## src/rtl/modtimer_pkg.sv

```systemverilog
package modtimer_pkg;
  // strobes issued by the control path to the datapath each cycle
  typedef struct packed {
    logic advance;   // counter steps this cycle
    logic wrap;      // counter returns to zero this cycle
    logic clearCnt;  // counter forced to zero
    logic capHi;     // high byte captured into buffer
    logic capLo;     // low byte captured into buffer
    logic directHi;  // high byte written straight to modulo (freeze)
    logic directLo;  // low byte written straight to modulo (freeze)
    logic loadMod;   // buffer copied into modulo register
    logic setTof;    // overflow flag set
  } strobes_t;
endpackage

```

## src/rtl/modtimer_ctrl.sv

```systemverilog
module modtimer_ctrl
  import modtimer_pkg::*;
(
  input  logic       clk,
  input  logic       rstN,
  input  logic [1:0] clkSel,
  input  logic       cntEn,
  input  logic       freeze,
  input  logic       wrModHi,
  input  logic       wrModLo,
  input  logic       wrCntLo,
  input  logic       wrCtrl,
  input  logic       atTerm,
  input  logic       atLoadPt,
  output strobes_t   stb
);
  logic hiSeen, loSeen;
  logic running, pairSoon;

  always_comb begin
    stb          = '0;
    running      = (clkSel != 2'b00);
    stb.advance  = cntEn && running && !freeze;
    stb.clearCnt = wrCntLo;
    stb.wrap     = stb.advance && atTerm && !wrCntLo;
    stb.capHi    = wrModHi && !freeze;
    stb.capLo    = wrModLo && !freeze;
    stb.directHi = wrModHi && freeze;
    stb.directLo = wrModLo && freeze;
    pairSoon     = (hiSeen || stb.capHi) && (loSeen || stb.capLo);
    if (!running)
      stb.loadMod = pairSoon && !freeze && !wrCtrl;
    else
      stb.loadMod = hiSeen && loSeen && !stb.capHi && !stb.capLo &&
                    stb.advance && !stb.wrap && !wrCntLo && atLoadPt && !wrCtrl;
    // half-written pair holds off the overflow flag
    stb.setTof   = stb.wrap && !(hiSeen ^ loSeen);
  end

  always_ff @(posedge clk or negedge rstN) begin
    if (!rstN) begin
      hiSeen <= 1'b0;
      loSeen <= 1'b0;
    end else if (wrCtrl || stb.loadMod) begin
      hiSeen <= 1'b0;
      loSeen <= 1'b0;
    end else begin
      if (stb.capHi) hiSeen <= 1'b1;
      if (stb.capLo) loSeen <= 1'b1;
    end
  end
endmodule

```

## src/rtl/modtimer_dp.sv

```systemverilog
module modtimer_dp
  import modtimer_pkg::*;
#(
  parameter int BYTE_W = 8
) (
  input  logic                  clk,
  input  logic                  rstN,
  input  logic [BYTE_W-1:0]     wrData,
  input  logic                  tofClr,
  input  strobes_t              stb,
  output logic [2*BYTE_W-1:0]   count,
  output logic [2*BYTE_W-1:0]   modVal,
  output logic                  tof,
  output logic                  atTerm,
  output logic                  atLoadPt
);
  localparam int CNT_W = 2 * BYTE_W;
  localparam int LANES = 2;
  localparam logic [CNT_W-1:0] ALL_ONES = '1;

  logic [CNT_W-1:0] pendVal, termVal, loadPt;
  logic [LANES-1:0] capB, dirB;

  assign capB = {stb.capHi, stb.capLo};
  assign dirB = {stb.directHi, stb.directLo};

  // one buffer byte and one modulo byte per lane
  for (genvar g = 0; g < LANES; g++) begin : gLane
    logic [BYTE_W-1:0] bufQ, modQ, loadB;
    assign loadB = capB[g] ? wrData : bufQ;

    always_ff @(posedge clk or negedge rstN) begin
      if (!rstN)          bufQ <= '0;
      else if (capB[g])   bufQ <= wrData;
    end

    always_ff @(posedge clk or negedge rstN) begin
      if (!rstN)            modQ <= '0;
      else if (stb.loadMod) modQ <= loadB;
      else if (dirB[g])     modQ <= wrData;
    end

    assign modVal[g*BYTE_W +: BYTE_W]  = modQ;
    assign pendVal[g*BYTE_W +: BYTE_W] = bufQ;
  end

  always_comb begin
    termVal  = (modVal == '0) ? ALL_ONES : modVal;
    loadPt   = (pendVal == '0) ? ALL_ONES - CNT_W'(1) : pendVal - CNT_W'(1);
    atTerm   = (count == termVal);
    atLoadPt = (count == loadPt);
  end

  always_ff @(posedge clk or negedge rstN) begin
    if (!rstN)             count <= '0;
    else if (stb.clearCnt) count <= '0;
    else if (stb.wrap)     count <= '0;
    else if (stb.advance)  count <= count + CNT_W'(1);
  end

  always_ff @(posedge clk or negedge rstN) begin
    if (!rstN)            tof <= 1'b0;
    else if (stb.setTof)  tof <= 1'b1;
    else if (tofClr)      tof <= 1'b0;
  end
endmodule

```

## src/rtl/modtimer.sv

```systemverilog
module modtimer
  import modtimer_pkg::*;
#(
  parameter int BYTE_W = 8
) (
  input  logic                clk,
  input  logic                rstN,
  input  logic [1:0]          clkSel,
  input  logic                cntEn,
  input  logic                freeze,
  input  logic [BYTE_W-1:0]   wrData,
  input  logic                wrModHi,
  input  logic                wrModLo,
  input  logic                wrCntLo,
  input  logic                wrCtrl,
  input  logic                tofClr,
  input  logic                tofIe,
  output logic [2*BYTE_W-1:0] count,
  output logic [2*BYTE_W-1:0] modVal,
  output logic                tof,
  output logic                irq
);
  strobes_t stb;
  logic atTerm, atLoadPt;

  modtimer_ctrl ctrl_i (
    .clk(clk), .rstN(rstN), .clkSel(clkSel), .cntEn(cntEn), .freeze(freeze),
    .wrModHi(wrModHi), .wrModLo(wrModLo), .wrCntLo(wrCntLo), .wrCtrl(wrCtrl),
    .atTerm(atTerm), .atLoadPt(atLoadPt), .stb(stb)
  );

  modtimer_dp #(.BYTE_W(BYTE_W)) dp_i (
    .clk(clk), .rstN(rstN), .wrData(wrData), .tofClr(tofClr), .stb(stb),
    .count(count), .modVal(modVal), .tof(tof),
    .atTerm(atTerm), .atLoadPt(atLoadPt)
  );

  assign irq = tof && tofIe;
endmodule

```

## config.mk

```make
export PLATFORM = sky130hd
export DESIGN_NAME = modtimer
export DESIGN_NICKNAME = d
export VERILOG_FILES = /design/src/rtl/modtimer_pkg.sv /design/src/rtl/modtimer_ctrl.sv /design/src/rtl/modtimer_dp.sv /design/src/rtl/modtimer.sv
export SDC_FILE = /design/constraint.sdc
export NUM_CORES = 1
export LEC_CHECK = 0
export BUFFER_PORTS_ARGS = -buffer_cell sky130_fd_sc_hd__buf_2
export CELL_PAD_IN_SITES_DETAIL_PLACEMENT = 1
export CELL_PAD_IN_SITES_GLOBAL_PLACEMENT = 1
export CORE_UTILIZATION = 43
export CTS_BUF_LIST = sky130_fd_sc_hd__clkbuf_4 sky130_fd_sc_hd__clkbuf_8 sky130_fd_sc_hd__clkbuf_16
export CTS_CLUSTER_DIAMETER = 40
export CTS_CLUSTER_SIZE = 25
export DETAILED_ROUTE_END_ITERATION = 10
export GPL_TIMING_DRIVEN = 0
export PLACE_DENSITY_LB_ADDON = 0.1
export SYNTH_ARGS = -nofsm -noshare
export SYNTH_HDL_FRONTEND = slang
export SYNTH_SLANG_ARGS = --single-unit
```

## constraint.sdc

```tcl
create_clock -name clk -period 3.3 [get_ports clk]
set_input_delay 0.165 -clock clk [delete_from_list [all_inputs] [get_ports clk]]
set_output_delay 0.165 -clock clk [all_outputs]
set_load 0.1 [all_outputs]
```

# [Yosys cells after proc, flatten, opt, wreduce, memory -nomap -nowiden]
# Cells that the tools add are included.
[classes] addsub=2 n_reduce_logical=40 n_eq_ne=2 muxes=18 n_bitwise=1
[op_table] operator="16-bit 2-to-1 mux" n=5
[op_table] operator="8-bit 2-to-1 mux" n=6
[op_table] operator="16-bit == test" n=2
[op_table] operator="16-bit logical NOT" n=2
[op_table] operator="1-bit logical AND" n=21
[op_table] operator="16-bit by 1-bit adder with 16-bit output, second input constant" n=1
[op_table] operator="16-bit by 1-bit subtractor with 16-bit output, second input constant" n=1
[op_table] operator="2-bit nonzero test" n=6
[op_table] operator="1-bit logical NOT" n=7
[op_table] operator="1-bit 2-to-1 mux" n=7
[op_table] operator="1-bit logical OR" n=3
[op_table] operator="3-bit nonzero test" n=1
[op_table] operator="1-bit bitwise XOR" n=1
[word_totals] inputBits=20 wordCells=71 out_inout_bits=34 regBits=51

# [Logic depth before layout (Yosys ltp)]
[depth] word_depth=13 ltp_mapped=14 depth_no_buf=10

# [By module]
# From an unflattened synthesis, not the netlist that was laid out.
[hier_totals] hier_cells=370 hier_area_um2=3342.0
[by_module_without_submodules] module="modtimer_dp" area_per_inst_um2=3103.0 n_inst=1 cells_each=341 seq_area_each_um2=1226.2
[by_module_without_submodules] module="modtimer_ctrl" area_per_inst_um2=232.7 n_inst=1 cells_each=28 seq_area_each_um2=50.0
[by_module_without_submodules] module="modtimer" area_per_inst_um2=6.3 n_inst=1 cells_each=1 seq_area_each_um2=0.0

# [Least setup slack after synthesis]
# Ideal clock, no wire load.
[synth_timing] path_type="reg-to-reg" start="register dp_i.gLane[0].modQ[2]" end="register dp_i.count[5]" path_stages_with_launch=12 n_path_buf=3 period_less_slack_ps=3163 arrival_time_ps=3045 slack_ps=137 path_cell_list="dfrtp_1 -> nor4_4 -> and4_1 -> buf_4 -> o211ai_1 -> a2111oi_0 -> and4_1 -> or2_1 -> buf_4 -> buf_6 -> o21ai_1 -> a21o_1"
[synth_between] elab_chain_len=7 word_cells_on_any_way=8 cone_classes="1 x eq/ne; 3 x mux; 4 x reduce/logical"
[synth_lines] item="from (decl)" line_no="modtimer_dp.sv:29" rtl="logic [BYTE_W-1:0] bufQ, modQ, loadB;"
[synth_lines] item="from (signal assigned)" line_no="modtimer_dp.sv:39" rtl="else if (stb.loadMod) modQ <= loadB;"
[synth_lines] item="from (signal assigned)" line_no="modtimer_dp.sv:40" rtl="else if (dirB[g]) modQ <= wrData;"
[synth_lines] item="16-bit logical NOT" line_no="modtimer_dp.sv:48" rtl="termVal = (modVal == '0) ? ALL_ONES : modVal;"
[synth_lines] item="16-bit 2-to-1 mux (*)" line_no="modtimer_dp.sv:48"
[synth_lines] item="16-bit == test (*)" line_no="modtimer_dp.sv:50" rtl="atTerm = (count == termVal);"
[synth_lines] item="1-bit logical AND (*) (2 in series)" line_no="modtimer_ctrl.sv:25" rtl="stb.wrap = stb.advance && atTerm && !wrCntLo;"
[synth_lines] item="16-bit 2-to-1 mux" line_no="modtimer_dp.sv:57" rtl="else if (stb.wrap) count <= '0;"
[synth_lines] item="16-bit 2-to-1 mux" line_no="modtimer_dp.sv:56" rtl="else if (stb.clearCnt) count <= '0;"
[synth_lines] item="to (signal assigned)" line_no="modtimer_dp.sv:58" rtl="else if (stb.advance) count <= count + CNT_W'(1);"
[synth_lines] item="to (decl)" line_no="modtimer_dp.sv:11" rtl="output logic [2*BYTE_W-1:0] count,"
# Every way passes the cells marked *; elsewhere a longest branch is shown, timed or not.
# A chain may end at the register's enable or synchronous reset.

# [Final worst setup path]
[layout_timing] start="register dp_i.gLane[0].bufQ[1]" end="register dp_i.gLane[1].modQ[1]"
[layout_between] elab_chain_len=7 word_cells_on_any_way=9 cone_classes="1 x add/sub; 1 x eq/ne; 3 x mux; 4 x reduce/logical"
[layout_lines] item="from (decl)" line_no="modtimer_dp.sv:29"
[layout_lines] item="from (signal assigned)" line_no="modtimer_dp.sv:34" rtl="else if (capB[g]) bufQ <= wrData;"
[layout_lines] item="16-bit by 1-bit subtractor with 16-bit output / 16-bit logical NOT (equally long branches)" line_no="modtimer_dp.sv:49" rtl="loadPt = (pendVal == '0) ? ALL_ONES - CNT_W'(1) : pendVal - CNT_W'(1);"
[layout_lines] item="16-bit 2-to-1 mux (*)" line_no="modtimer_dp.sv:49"
[layout_lines] item="16-bit == test (*)" line_no="modtimer_dp.sv:51" rtl="atLoadPt = (count == loadPt);"
[layout_lines] item="1-bit logical AND (*) (2 in series)" line_no="modtimer_ctrl.sv:35" rtl="stb.advance && !stb.wrap && !wrCntLo && atLoadPt && !wrCtrl;"
[layout_lines] item="1-bit 2-to-1 mux (*)" line_no="modtimer_ctrl.sv:31" rtl="if (!running)"
[layout_lines] item="8-bit 2-to-1 mux / 2-bit nonzero test (equally long branches)"
[layout_lines] item="to (signal assigned)" line_no="modtimer_dp.sv:39"
[layout_lines] item="to (signal assigned)" line_no="modtimer_dp.sv:40"
[layout_lines] item="to (decl)" line_no="modtimer_dp.sv:29"
# Marks and branches as above.

==> out/metrics.yaml <==
hold_path:
  timing.hold.worst.start: "tofClr"
  worst_hold_path_type: "in2reg"
  hold_path_cell_cnt: 2
drt:
  wl_per_cell_um: 22.7
  drt_pass1_iterations: 4
  post-route-drc-count: 0
  drt_antenna_net_count: 0
  detailedRoute.firstIterationViolations: 260
  viasPerCell: 6.50
  wl_um: 15200
  total_vias_in_the_final_route: 4366
critical_path:
  crit_path_cell_chain: "inv_1 > ha_1 > buf_2 > nor3b_1 > and4_1 > buf_4 > o31ai_1 > xnor2_1 > a2111oi_2 > nand4_2 > buf_4 > a211o_1 > a211oi_2"
  cp_top_family: "compound AO/OA/AOI/OAI gates"
  crit_path_dat_ps: 3400
  critical_path_depth: 13
  path_buf_inv: 4
  timing.critical_path.to_type: "flip-flop"
  worst_ep_required_time_ps: 3510
  crit_start: "dp_i.gLane[0].bufQ[1]"
  critical_path.most_common_cell: "sky130_fd_sc_hd__buf_4"
  critPathKind: "reg2reg"
  worstPathMaxFanout: 10
  critPathSlowestCell: "sky130_fd_sc_hd__dfrtp_1"
  ff2ff_path_depth: 13
  critical_path.max_stage_delay_ps: 380
  timing.rr.start: "dp_i.gLane[0].bufQ[1]"
  start_kind: "flip-flop"
cells_and_area:
  final-instance-count-excl-fill: 672
  insertedDiodeCount: 0
  nFillCells: 1146
  layout_cells_sized_above_1: 0.254
  final_net_count: 565
  area_growth_pct: 16.6
  final_area_mm2: 0.00486
yosys:
  post_synth_num_cell_types: 59
  yosys_register_bits: 51
  synth_cells: 465
  postSynthNetCount: 488
  ys_warn_count: 0
  netlist_area_mm2: 0.00417
  syn-mean-instance-area_um2: 8.96
  yosysSeqAreaShare: 0.306
  synth_edf_count: 0
  ys_dominant_reg_cell: "sky130_fd_sc_hd__dfrtp_1"
  synthArstFlopShare: 1.00
floorplanning:
  fp.dieArea_mm2: 0.0101
  num_rows: 35
  floorplan.core_area_mm2: 0.00933
  chipHeight_um: 100
  pin_count: 54
  start_util: 0.447
  die_w_um: 100
placed_design:
  portBuffers: 52
  placed_cells_incl_taps: 647
  hpwl_um: 11300
  place_area_mm2: 0.00459
  gpl.final_weighted_congestion: 0.860
power:
  power-per-cell-area_mw_per_mm2: 353
  vdd.ir_drop.worst_mv: 0.257
  intPower_mw: 1.10
  leakagePower_nw: 2.01
  switching_share: 0.359
  post-layout-total-power_mw: 1.71
  p_clk_frac: 0.266
  p_sw_mw: 0.616
  share_comb_of_total_power: 0.310
  power_frac_seq: 0.424
global_routing:
  first_pass_grt_wire_length_um: 23800
  antenna_found_initial: 0
  via_count_of_the_first_global_routing_pass: 4162
  grt.overflow.total: 0
  grt_usage: 0.310
  grt_max_degree: 52
job:
  maximum_capacitance_violations: 0
clocking:
  cts_made_buffers: 5
  cts_sinks: 51
  htree_levels: 2
  clk_transition_reported_paths_ps: 100
  clock_latency_ps: 310
  clockBufferDepth: 2
  clock-root-buffer: "sky130_fd_sc_hd__clkbuf_8"
  tritoncts: "built"
timing:
  timing_limited_maximum_frequency_mhz: 313
  timing.max_slew.rel_slack: 0.195
  timing.final.crit_period_ps: 3190
  setup_tns_ps: 0
  clock_skew_ps: 7.12
  timing.final.hold_violations: 0
  max_slew.worst_pin.slew_ps: 1210
  total_count_of_max_transition_violations_in_the_final_report: 0
  layout_worst_path_cycle_share: 0.967
  finalSetupViolations: 0
  grt_setup_unrepaired: "true"
  final_layout_worst_hold_slack_ps: 37.2
run_status:
  run_status: "finished clean"
==> per-stage QoR <==
stage / setup WS, ps / utilization
after floorplan: 137 / -
after global placement: -201 / 0.492
after detailed placement: -300 / 0.492
after CTS: 16.2 / 0.507
after global routing: -53.4 / 0.521
final: 108 / 0.521
==> per-layer routing <==
layer / up-vias / global-route usage / share of wire
met4: 0 / 0.103 / 0.026
met1: 2198 / 0.452 / 0.46
met5: - / 0 / 0
met2: 173 / 0.482 / 0.46
met3: 22 / 0.0306 / 0.058
li1: 1973 / - / -
==> sequential cells by signal, summed over array words and instances (netlist names) <==
signal,cells
ctrl_i.hiSeen,1
ctrl_i.loSeen,1
dp_i.count,16
dp_i.gLane.bufQ,16
dp_i.gLane.modQ,16
dp_i.tof,1
==> power groups by stage <==
| stage | combinational, mW | clock, mW | sequential [mW] |
|---|---|---|---|
| 2_1_floorplan | 0.324 | 0 | 0.760 |
| 3_3_place_gp | 0.480 | 0 | 0.733 |
| 3_5_place_dp | 0.494 | 0 | 0.736 |
| 4_1_cts | 0.493 | 0.460 | 0.728 |
| 5_1_grt | 0.572 | 0.487 | 0.734 |
| 6_report | 0.532 | 0.457 | 0.726 |
==> repair_timing <==
action | CTS | global route
setup buffers | 2 | 16
endpoints found under the hold margin | 0 | 0
endpoints found under the setup margin | 18 | 33
hold buffers | 0 | 0
pin swaps | 1 | 7
resized for setup | 4 | 2
==> final cells by class <==
type	instances	area, um2	share of cell area
multi-input cells	358	2640	0.544
flip-flops and latches	51	1280	0.263
repair buffers	71	400	0.0824
plain buffers	44	225	0.0463
well taps	129	161	0.0332
clock buffers	5	68.8	0.0142
clock inverters	3	43.8	0.00901
inverters	11	41.3	0.00850
==> logic make-up after synthesis <==
| family | count (synthesis) | share of synthesized area |
|---|---|---|
| compound gates | 137 | 0.260 |
| xor+xnor | 27 | 0.0568 |
| fa+ha+maj | 4 | 0.0114 |
| buf+inv | 56 | 0.0634 |
| flops | 51 | 0.306 |
| mux | 16 | 0.0426 |
| simple gates | 174 | 0.260 |
==> placed cells by master (no fill, tap or decap), drive strengths merged, types with 6 or more instances in the layout <==
cell	instances
o211ai	6
clkbuf	35
a211oi	49
a31oi	10
or3	12
xor2	12
buf	85
o21ai	11
or2	7
and2	8
xnor2	15
a21oi	15
inv	10
a41oi	10
nor3	27
and3	26
dfrtp	51
nor2	14
mux2	14
nand3	10
nand2	15
nor4	29
a211o	16
==> synthesized netlist by cell type (3+ instances only) <==
cell / n / area share
sky130_fd_sc_hd__a211o_1: 16 / 0.034
sky130_fd_sc_hd__a211oi_1: 33 / 0.059
sky130_fd_sc_hd__a211oi_2: 16 / 0.048
sky130_fd_sc_hd__a21oi_1: 15 / 0.018
sky130_fd_sc_hd__a31oi_1: 10 / 0.015
sky130_fd_sc_hd__a41oi_1: 10 / 0.021
sky130_fd_sc_hd__and2_1: 8 / 0.012
sky130_fd_sc_hd__and3_1: 26 / 0.039
sky130_fd_sc_hd__and4_1: 4 / 0.0084
sky130_fd_sc_hd__buf_1: 3 / 0.0027
sky130_fd_sc_hd__buf_2: 4 / 0.0048
sky130_fd_sc_hd__buf_4: 3 / 0.0054
sky130_fd_sc_hd__buf_6: 5 / 0.014
sky130_fd_sc_hd__clkbuf_1: 30 / 0.027
sky130_fd_sc_hd__dfrtp_1: 51 / 0.31
sky130_fd_sc_hd__ha_1: 3 / 0.0090
sky130_fd_sc_hd__inv_1: 10 / 0.0090
sky130_fd_sc_hd__mux2_2: 14 / 0.038
sky130_fd_sc_hd__nand2_1: 15 / 0.014
sky130_fd_sc_hd__nand2b_1: 3 / 0.0045
sky130_fd_sc_hd__nand3_1: 10 / 0.012
sky130_fd_sc_hd__nand4_1: 4 / 0.0060
sky130_fd_sc_hd__nor2_1: 14 / 0.013
sky130_fd_sc_hd__nor2b_1: 4 / 0.0060
sky130_fd_sc_hd__nor3_1: 27 / 0.032
sky130_fd_sc_hd__nor3b_1: 3 / 0.0054
sky130_fd_sc_hd__nor4_1: 23 / 0.035
sky130_fd_sc_hd__nor4_4: 5 / 0.026
sky130_fd_sc_hd__o211ai_1: 6 / 0.011
sky130_fd_sc_hd__o21ai_0: 4 / 0.0048
sky130_fd_sc_hd__o21ai_1: 7 / 0.0084
sky130_fd_sc_hd__o31ai_1: 3 / 0.0054
sky130_fd_sc_hd__or2_2: 6 / 0.0090
sky130_fd_sc_hd__or3_1: 12 / 0.018
sky130_fd_sc_hd__or4_1: 4 / 0.0072
sky130_fd_sc_hd__xnor2_1: 15 / 0.032
sky130_fd_sc_hd__xor2_1: 12 / 0.025
==> worst paths after layout <==
check / endpoint / slack [ps]
worst max-delay path: dp_i.gLane[1].modQ[1] / 110
worst min-delay path: dp_i.tof / 40
worst max register to register: dp_i.gLane[1].modQ[1] / 110
worst min register to register: dp_i.tof / 550
max in group asynchronous: dp_i.gLane[0].bufQ[0] / 2390
min in group asynchronous: dp_i.count[11] / 80
No activity file was read; power rests on OpenSTA's default activity.
